[src/rtl/vcd_pkg.sv]
package vcd_pkg;

  localparam int unsigned CMD_W = 8;
  localparam logic [31:0] STAT_RST  = 32'h1480_2000;
  localparam logic [31:0] FLUSH_EXACT = 32'h0400_0000;
  localparam int unsigned LINE_END_RST = 240;

  // status bit positions decoded by neighbours
  localparam int unsigned FIELD_BIT = 31;
  localparam int unsigned BUSY_BIT  = 27;
  localparam int unsigned BLANK_BIT = 23;

  typedef enum logic [CMD_W-1:0] {
    CMD_SOFT_RST   = 8'h00,
    CMD_FLUSH_A    = 8'h01,
    CMD_FLUSH_B    = 8'h02,
    CMD_DISP_OFF   = 8'h03,
    CMD_XFER_DIR   = 8'h04,
    CMD_ORIGIN     = 8'h05,
    CMD_LINE_RANGE = 8'h07,
    CMD_VMODE      = 8'h08,
    CMD_QUERY      = 8'h10
  } vcd_cmd_e;

  typedef struct packed {
    logic soft_rst;
    logic flush;
    logic disp_off;
    logic xfer_dir;
    logic origin;
    logic line_range;
    logic vmode;
    logic query;
  } vcd_hit_t;

  function automatic logic [9:0] width_lut(input logic [2:0] idx);
    case (idx)
      3'd0:        return 10'd256;
      3'd1:        return 10'd368;
      3'd2:        return 10'd320;
      3'd3:        return 10'd384;
      3'd4, 3'd5:  return 10'd512;
      default:     return 10'd640;
    endcase
  endfunction

  function automatic logic [8:0] height_lut(input logic [1:0] idx);
    case (idx)
      2'd0:    return 9'd240;
      2'd2:    return 9'd256;
      default: return 9'd480;
    endcase
  endfunction

endpackage

[src/rtl/vcd_cmd_dec.sv]
module vcd_cmd_dec
  import vcd_pkg::*;
(
  input  logic        wr_en_i,
  input  logic [31:0] wr_data_i,
  output vcd_hit_t    hit_o,
  output logic        flush_exact_o
);
  logic [CMD_W-1:0] cmd;
  assign cmd = wr_data_i[31:32-CMD_W];

  always_comb begin
    hit_o            = '0;
    hit_o.soft_rst   = wr_en_i && (cmd == CMD_SOFT_RST);
    hit_o.flush      = wr_en_i && (cmd == CMD_FLUSH_A || cmd == CMD_FLUSH_B);
    hit_o.disp_off   = wr_en_i && (cmd == CMD_DISP_OFF);
    hit_o.xfer_dir   = wr_en_i && (cmd == CMD_XFER_DIR);
    hit_o.origin     = wr_en_i && (cmd == CMD_ORIGIN);
    hit_o.line_range = wr_en_i && (cmd == CMD_LINE_RANGE);
    hit_o.vmode      = wr_en_i && (cmd == CMD_VMODE);
    hit_o.query      = wr_en_i && (cmd == CMD_QUERY);
  end

  assign flush_exact_o = wr_en_i && (wr_data_i == FLUSH_EXACT);
endmodule

[src/rtl/vcd_status_reg.sv]
module vcd_status_reg
  import vcd_pkg::*;
(
  input  logic        clk_i,
  input  logic        rst_ni,
  input  vcd_hit_t    hit_i,
  input  logic [6:0]  arg_i,
  input  logic        frame_tick_i,
  output logic [31:0] status_o
);
  logic [31:0] status_q, status_d;

  always_comb begin
    status_d = status_q;
    if (hit_i.soft_rst) status_d = STAT_RST;
    if (hit_i.flush)    status_d[BUSY_BIT] = 1'b0;
    if (hit_i.disp_off) status_d[BLANK_BIT] = arg_i[0];
    if (hit_i.xfer_dir) status_d[30:29] = arg_i[1:0];
    if (hit_i.vmode) begin
      status_d[22:17] = arg_i[5:0];
      status_d[16]    = arg_i[6];
    end
    // tick applies after any write of the same cycle
    if (frame_tick_i) status_d[FIELD_BIT] = ~status_d[FIELD_BIT];
  end

  always_ff @(posedge clk_i or negedge rst_ni)
    if (!rst_ni) status_q <= STAT_RST;
    else         status_q <= status_d;

  assign status_o = status_q;


  field_toggle_chk: assert property (@(posedge clk_i) disable iff (!rst_ni)
    frame_tick_i && !hit_i.soft_rst |=> status_q[FIELD_BIT] != $past(status_q[FIELD_BIT]));

  idle_hold_chk: assert property (@(posedge clk_i) disable iff (!rst_ni)
    !frame_tick_i && (hit_i == '0) |=> $stable(status_q));

  soft_rst_val_chk: assert property (@(posedge clk_i) disable iff (!rst_ni)
    hit_i.soft_rst && !frame_tick_i |=> status_q == STAT_RST);
endmodule

[src/rtl/vcd_mode_lut.sv]
module vcd_mode_lut
  import vcd_pkg::*;
(
  input  logic [4:0] mode_i,
  output logic [9:0] width_o,
  output logic [8:0] height_o
);
  assign width_o  = width_lut(mode_i[2:0]);
  assign height_o = height_lut(mode_i[4:3]);
endmodule

[src/rtl/vcd_info_q.sv]
module vcd_info_q #(
  parameter int unsigned XY_W = 10,
  parameter int unsigned SZ_W = 11,
  parameter int unsigned OF_W = 11
) (
  input  logic            clk_i,
  input  logic            rst_ni,
  input  logic            query_i,
  input  logic [15:0]     sub_i,
  input  logic [XY_W-1:0] draw_x_i,
  input  logic [XY_W-1:0] draw_y_i,
  input  logic [SZ_W-1:0] draw_w_i,
  input  logic [XY_W-1:0] draw_h_i,
  input  logic [OF_W-1:0] ofs_x_i,
  input  logic [OF_W-1:0] ofs_y_i,
  output logic [31:0]     info_o
);
  localparam int unsigned PAD_XY = 32 - 2*XY_W;
  localparam int unsigned PAD_OF = 32 - 2*OF_W;

  logic [SZ_W-1:0] w_m1;
  logic [XY_W-1:0] h_m1;
  logic [31:0]     info_d, info_q;

  assign w_m1 = draw_w_i - SZ_W'(1);
  assign h_m1 = draw_h_i - XY_W'(1);

  always_comb begin
    case (sub_i)
      16'd0, 16'd1, 16'd3: info_d = {PAD_XY'(0), draw_y_i, draw_x_i};
      16'd4:               info_d = {PAD_XY'(0), h_m1, w_m1[XY_W-1:0]};
      16'd5, 16'd6:        info_d = {PAD_OF'(0), ofs_y_i, ofs_x_i};
      16'd7:               info_d = 32'd2;
      default:             info_d = 32'd0;
    endcase
  end

  always_ff @(posedge clk_i or negedge rst_ni)
    if (!rst_ni)      info_q <= '0;
    else if (query_i) info_q <= info_d;

  assign info_o = info_q;


  info_hold_chk: assert property (@(posedge clk_i) disable iff (!rst_ni)
    !query_i |=> $stable(info_q));
endmodule

[src/rtl/vid_ctrl_decode.sv]
module vid_ctrl_decode
  import vcd_pkg::*;
#(
  parameter int unsigned ORG_X_W = 10,
  parameter int unsigned ORG_Y_W = 9,
  parameter int unsigned LINE_W  = 10,
  parameter int unsigned DRW_W   = 10,
  parameter int unsigned SZ_W    = 11,
  parameter int unsigned OFS_W   = 11
) (
  input  logic               clk_i,
  input  logic               rst_ni,
  input  logic               wr_en_i,
  input  logic [31:0]        wr_data_i,
  input  logic               frame_tick_i,
  input  logic [DRW_W-1:0]   draw_x_i,
  input  logic [DRW_W-1:0]   draw_y_i,
  input  logic [SZ_W-1:0]    draw_w_i,
  input  logic [DRW_W-1:0]   draw_h_i,
  input  logic [OFS_W-1:0]   ofs_x_i,
  input  logic [OFS_W-1:0]   ofs_y_i,
  output logic [31:0]        status_o,
  output logic [9:0]         width_o,
  output logic [8:0]         height_o,
  output logic [ORG_X_W-1:0] org_x_o,
  output logic [ORG_Y_W-1:0] org_y_o,
  output logic [LINE_W-1:0]  line_start_o,
  output logic [LINE_W-1:0]  line_end_o,
  output logic               pal_o,
  output logic [31:0]        info_o,
  output logic               flush_o,
  output logic               xfer_stop_o,
  output logic               soft_rst_o
);
  localparam int unsigned Y_LSB   = ORG_X_W;
  localparam int unsigned END_LSB = LINE_W;
  localparam int unsigned PAL_BIT = 3;

  vcd_hit_t hit;
  logic     flush_exact;

  vcd_cmd_dec i_dec (
    .wr_en_i      (wr_en_i),
    .wr_data_i    (wr_data_i),
    .hit_o        (hit),
    .flush_exact_o(flush_exact)
  );

  vcd_status_reg i_stat (
    .clk_i       (clk_i),
    .rst_ni      (rst_ni),
    .hit_i       (hit),
    .arg_i       (wr_data_i[6:0]),
    .frame_tick_i(frame_tick_i),
    .status_o    (status_o)
  );

  vcd_mode_lut i_lut (
    .mode_i  (status_o[20:16]),
    .width_o (width_o),
    .height_o(height_o)
  );

  vcd_info_q #(.XY_W(DRW_W), .SZ_W(SZ_W), .OF_W(OFS_W)) i_info (
    .clk_i   (clk_i),
    .rst_ni  (rst_ni),
    .query_i (hit.query),
    .sub_i   (wr_data_i[15:0]),
    .draw_x_i(draw_x_i),
    .draw_y_i(draw_y_i),
    .draw_w_i(draw_w_i),
    .draw_h_i(draw_h_i),
    .ofs_x_i (ofs_x_i),
    .ofs_y_i (ofs_y_i),
    .info_o  (info_o)
  );

  always_ff @(posedge clk_i or negedge rst_ni) begin
    if (!rst_ni) begin
      org_x_o      <= '0;
      org_y_o      <= '0;
      line_start_o <= '0;
      line_end_o   <= LINE_W'(LINE_END_RST);
      pal_o        <= 1'b0;
      flush_o      <= 1'b0;
      xfer_stop_o  <= 1'b0;
      soft_rst_o   <= 1'b0;
    end else begin
      flush_o     <= hit.flush | flush_exact;
      xfer_stop_o <= hit.flush;
      soft_rst_o  <= hit.soft_rst;
      if (hit.soft_rst) line_end_o <= LINE_W'(LINE_END_RST);
      if (hit.origin) begin
        org_x_o <= wr_data_i[ORG_X_W-1:0];
        org_y_o <= wr_data_i[Y_LSB +: ORG_Y_W];
      end
      if (hit.line_range) begin
        line_start_o <= wr_data_i[LINE_W-1:0];
        line_end_o   <= wr_data_i[END_LSB +: LINE_W];
      end
      if (hit.vmode) pal_o <= wr_data_i[PAL_BIT];
    end
  end


  flush_src_chk: assert property (@(posedge clk_i) disable iff (!rst_ni)
    flush_o |-> $past(wr_en_i) && ($past(wr_data_i[31:24]) inside {8'h01, 8'h02}
                                  || $past(wr_data_i) == FLUSH_EXACT));

  stop_pair_chk: assert property (@(posedge clk_i) disable iff (!rst_ni)
    xfer_stop_o |-> flush_o);

  one_cmd_chk: assert property (@(posedge clk_i) disable iff (!rst_ni)
    $onehot0(hit));

  mode_legal_chk: assert property (@(posedge clk_i) disable iff (!rst_ni)
    (width_o inside {10'd256, 10'd320, 10'd368, 10'd384, 10'd512, 10'd640})
    && (height_o inside {9'd240, 9'd256, 9'd480}));
endmodule

[config.mk]
export PLATFORM = sky130hd
export DESIGN_NAME = vid_ctrl_decode
export DESIGN_NICKNAME = d
export VERILOG_FILES = /design/src/rtl/vcd_pkg.sv /design/src/rtl/vcd_cmd_dec.sv /design/src/rtl/vcd_status_reg.sv /design/src/rtl/vcd_mode_lut.sv /design/src/rtl/vcd_info_q.sv /design/src/rtl/vid_ctrl_decode.sv
export SDC_FILE = /design/constraint.sdc
export NUM_CORES = 1
export LEC_CHECK = 0
export BUFFER_PORTS_ARGS = -buffer_cell sky130_fd_sc_hd__buf_2
export CAP_MARGIN = 15
export CORE_AREA = 2 2 103 105
export CTS_CLUSTER_DIAMETER = 40
export DETAILED_ROUTE_END_ITERATION = 10
export DIE_AREA = 0 0 105 107
export PLACE_DENSITY_LB_ADDON = 0.25
export SLEW_MARGIN = 20
export SYNTH_ARGS = -nofsm -noshare
export SYNTH_HDL_FRONTEND = slang
export SYNTH_HIERARCHICAL = 1
export SYNTH_SLANG_ARGS = --single-unit
export TNS_END_PERCENT = 1
[constraint.sdc]
create_clock -name clk_i -period 1 [get_ports clk_i]
set_input_delay 0.1 -clock clk_i [delete_from_list [all_inputs] [get_ports clk_i]]
set_output_delay 0.1 -clock clk_i [all_outputs]
set_load 0.05 [all_outputs]
==> metrics <==
failing checks setup timing; first-pass GRT wire length 23700 um; Sw Pwr 0.00292 W; post-placement cell area 6070 um^2; Logic pwr share 0.291; via/cell ratio 5.15; Overflow after GRT 0; largest net degree at the start of global routing 25; slowest stage cell, crit path or4_4; DR DRC count 0; Syn Inst Count 429; commonest non-fill, non-tap cell in the layout buf_2; number of synthesized flops with an enable pin 0; CP arrival 1.70 ns; crit-path max cell delay 0.55 ns; most frequent cells in the layout buf_2, buf_4, buf_6, dfrtp_1, conb_1; die width 105 um; TritonCTS Buffers 9; CP Capture Type flop; delay-heaviest family, CP simple AND/OR/NAND/NOR gates; nets 801; vias in the first global route 4426; CP Buf/Inv Count 2; average wire per standard cell 18.2 um; endpoints failing setup 156; register area share after synthesis 0.430; CP required 1.27 ns; CP Launch Type primary input; skew final 0 ns; Fin. Hold Viols 0; min-delay worst type in2reg; initial core utilization 0.440; Crit Path Max Fanout 7; row cnt 37; Die H 107 um; unrepaired setup endpoints after global routing true; GRT Util Overall 0.272; Synth Warn # 6; sw frac 0.332; LEAKAGE 3.46 nW; Non-Filler Instances 842; Clock Power Share 0.326; Util after Layout 0.702; peak supply drop 0.00133 V; GPL Wtd Cong 0.859; core area 10100 um^2; wirelength, routed 15300 um; count of buffers from port buffering 184; clk sinks 76; mapped cell area 4440 um^2; clk_lat worst skew 0.35 ns; CTS tree yes; Int Pwr 0.00589 W; WS Path Type in2reg; #FFs+latches synth 76; Max Slew Vio Count 0; Final Total Pwr 0.00881 W; f_max 699 MHz; critical-path cell list buf_6 > or4_4 > nor4_4 > o211ai_4 > buf_12 > o32ai_2; PwrDens 1240 nW/um^2; H-tree level count 3; die area 11200 um^2; synthesis-to-layout area growth 59.6%; share of flip-flops with an asynchronous set or reset 1.00; placed cell count 820; HPWL Detailed 11400 um; synth unique cells 60; Period minus WS final 1.43 ns; First DRT Iteration DRCs 156; clk buf depth 2; routed via count 4339; share of layout cells above drive strength 1 0.538; IO Pins 225; Worst-path clk slew 0.08 ns; first-pass iteration count of the detailed router 4; DRT antenna net count 0; syn avg cell area 10.3 um^2; top_reg_cell synth dfrtp_1; Finished Cell Area 7080 um^2; post-route setup slack -0.431 ns; Flop pwr share 0.383; Max Cap Violations 0; cell at the root of the clock tree clkbuf_8; Setup TNS -23.75 ns; initial antenna violation count 0; final worst-path cycle share 1.43; status finished, violations left
## metal layers
layer | track usage | vias up | wire (um)
met5 | 0 | - | 0
met4 | 0.0867 | 0 | 358
met3 | 0.0687 | 23 | 1130
met2 | 0.489 | 199 | 7940
met1 | 0.319 | 2112 | 5870
li1 | - | 2005 | -
## path summary, 6_finish.rpt
kind | start | to | slack [ns] | cells after the start
max in group asynchronous | rst_ni | line_end_o[7] | 0.31 | 3
hold reg to reg | i_info/info_o[17] | i_info/info_o[17] | 0.51 | 1
min in group asynchronous | rst_ni | pal_o | 0.22 | 2
hold / removal | draw_x_i[6] | i_info/info_o[6] | 0.03 | 3
setup / recovery | wr_data_i[13] | i_info/info_o[1] | -0.43 | 6
setup reg to reg | i_stat/status_o[16] | i_stat/status_o[16] | 0.09 | 2
## power by group through the flow
stage	clock network, W	logic, W	registers, W
2_1_floorplan	0	0.00100	0.00388
3_3_place_gp	0	0.00224	0.00338
3_5_place_dp	0	0.00226	0.00338
4_1_cts	0.00291	0.00254	0.00337
5_1_grt	0.00303	0.00271	0.00339
6_report	0.00287	0.00257	0.00337
## registers in the layout, indices dropped and copies added (netlist names)
register and flops:
i_info/info_o 22, soft_rst_o 1, xfer_stop_o 1, org_y_o 9, org_x_o 10, pal_o 1
line_end_o 10, line_start_o 10, i_stat/status_o 11, flush_o 1
## cells by family after synthesis
logic type	synth area share
compound gates	0.168
xor+xnor	0.0296
fa+ha+maj	0.00564
buf+inv	0.111
flops	0.430
mux	0.0942
other cells	0.00338
simple gates	0.158
## per-stage QoR
| step | hold slack [ns] | worst slack [ns] |
|---|---|---|
| global placement | 0.0112 | -0.904 |
| detailed placement | 0.00923 | -0.907 |
| finish | 0.0348 | -0.431 |
| CTS | 0.0296 | -0.425 |
| floorplan | -0.196 | -0.575 |
| global route | 0.0388 | -0.513 |
## worst min-delay path: stages
cell and delay, ns:
buf_2 0.08, a221oi_1 0.06, o2bb2ai_1 0.12
## Yosys cell counts (all sizes together), types with 3 or more instances
cell type / count / area share
nor2: 24 / 0.023
nand2: 28 / 0.024
o21ai: 21 / 0.024
dfrtp: 71 / 0.40
or2: 3 / 0.0042
nor3b: 5 / 0.0085
o22ai: 10 / 0.014
dfstp: 5 / 0.030
buf: 52 / 0.092
mux2: 30 / 0.090
nand2b: 13 / 0.018
xnor2: 11 / 0.022
nor4: 8 / 0.016
conb: 4 / 0.0034
inv: 11 / 0.0093
nor2b: 8 / 0.011
nor3: 8 / 0.0090
nand3: 5 / 0.0068
a22o: 15 / 0.032
a21oi: 22 / 0.025
o221ai: 4 / 0.0079
o2bb2ai: 13 / 0.026
or3: 6 / 0.0085
xor2: 4 / 0.0079
clkbuf: 9 / 0.0076
a221oi: 8 / 0.016
or4: 4 / 0.0076
## final cells by class
type / count / area, um^2
Fill cell: 757 / 3010
Timing Repair Buffer: 286 / 2390
Multi-Input combinational cell: 314 / 2310
Sequential cell: 76 / 1910
Tap cell: 136 / 170
Clock buffer: 10 / 128
Clock inverter: 6 / 113
Inverter: 13 / 52.6
Antenna cell: 1 / 2.50
## timing repair
action                                 in CTS  in global routing
setup endpoints to repair                 161                161
hold buffers                                5                  0
resized for setup                         206                 16
endpoints found under the hold margin      76                  0
setup buffers                               0                  0
pin swaps                                  11                  1
Power figures use the tool's default switching activity.
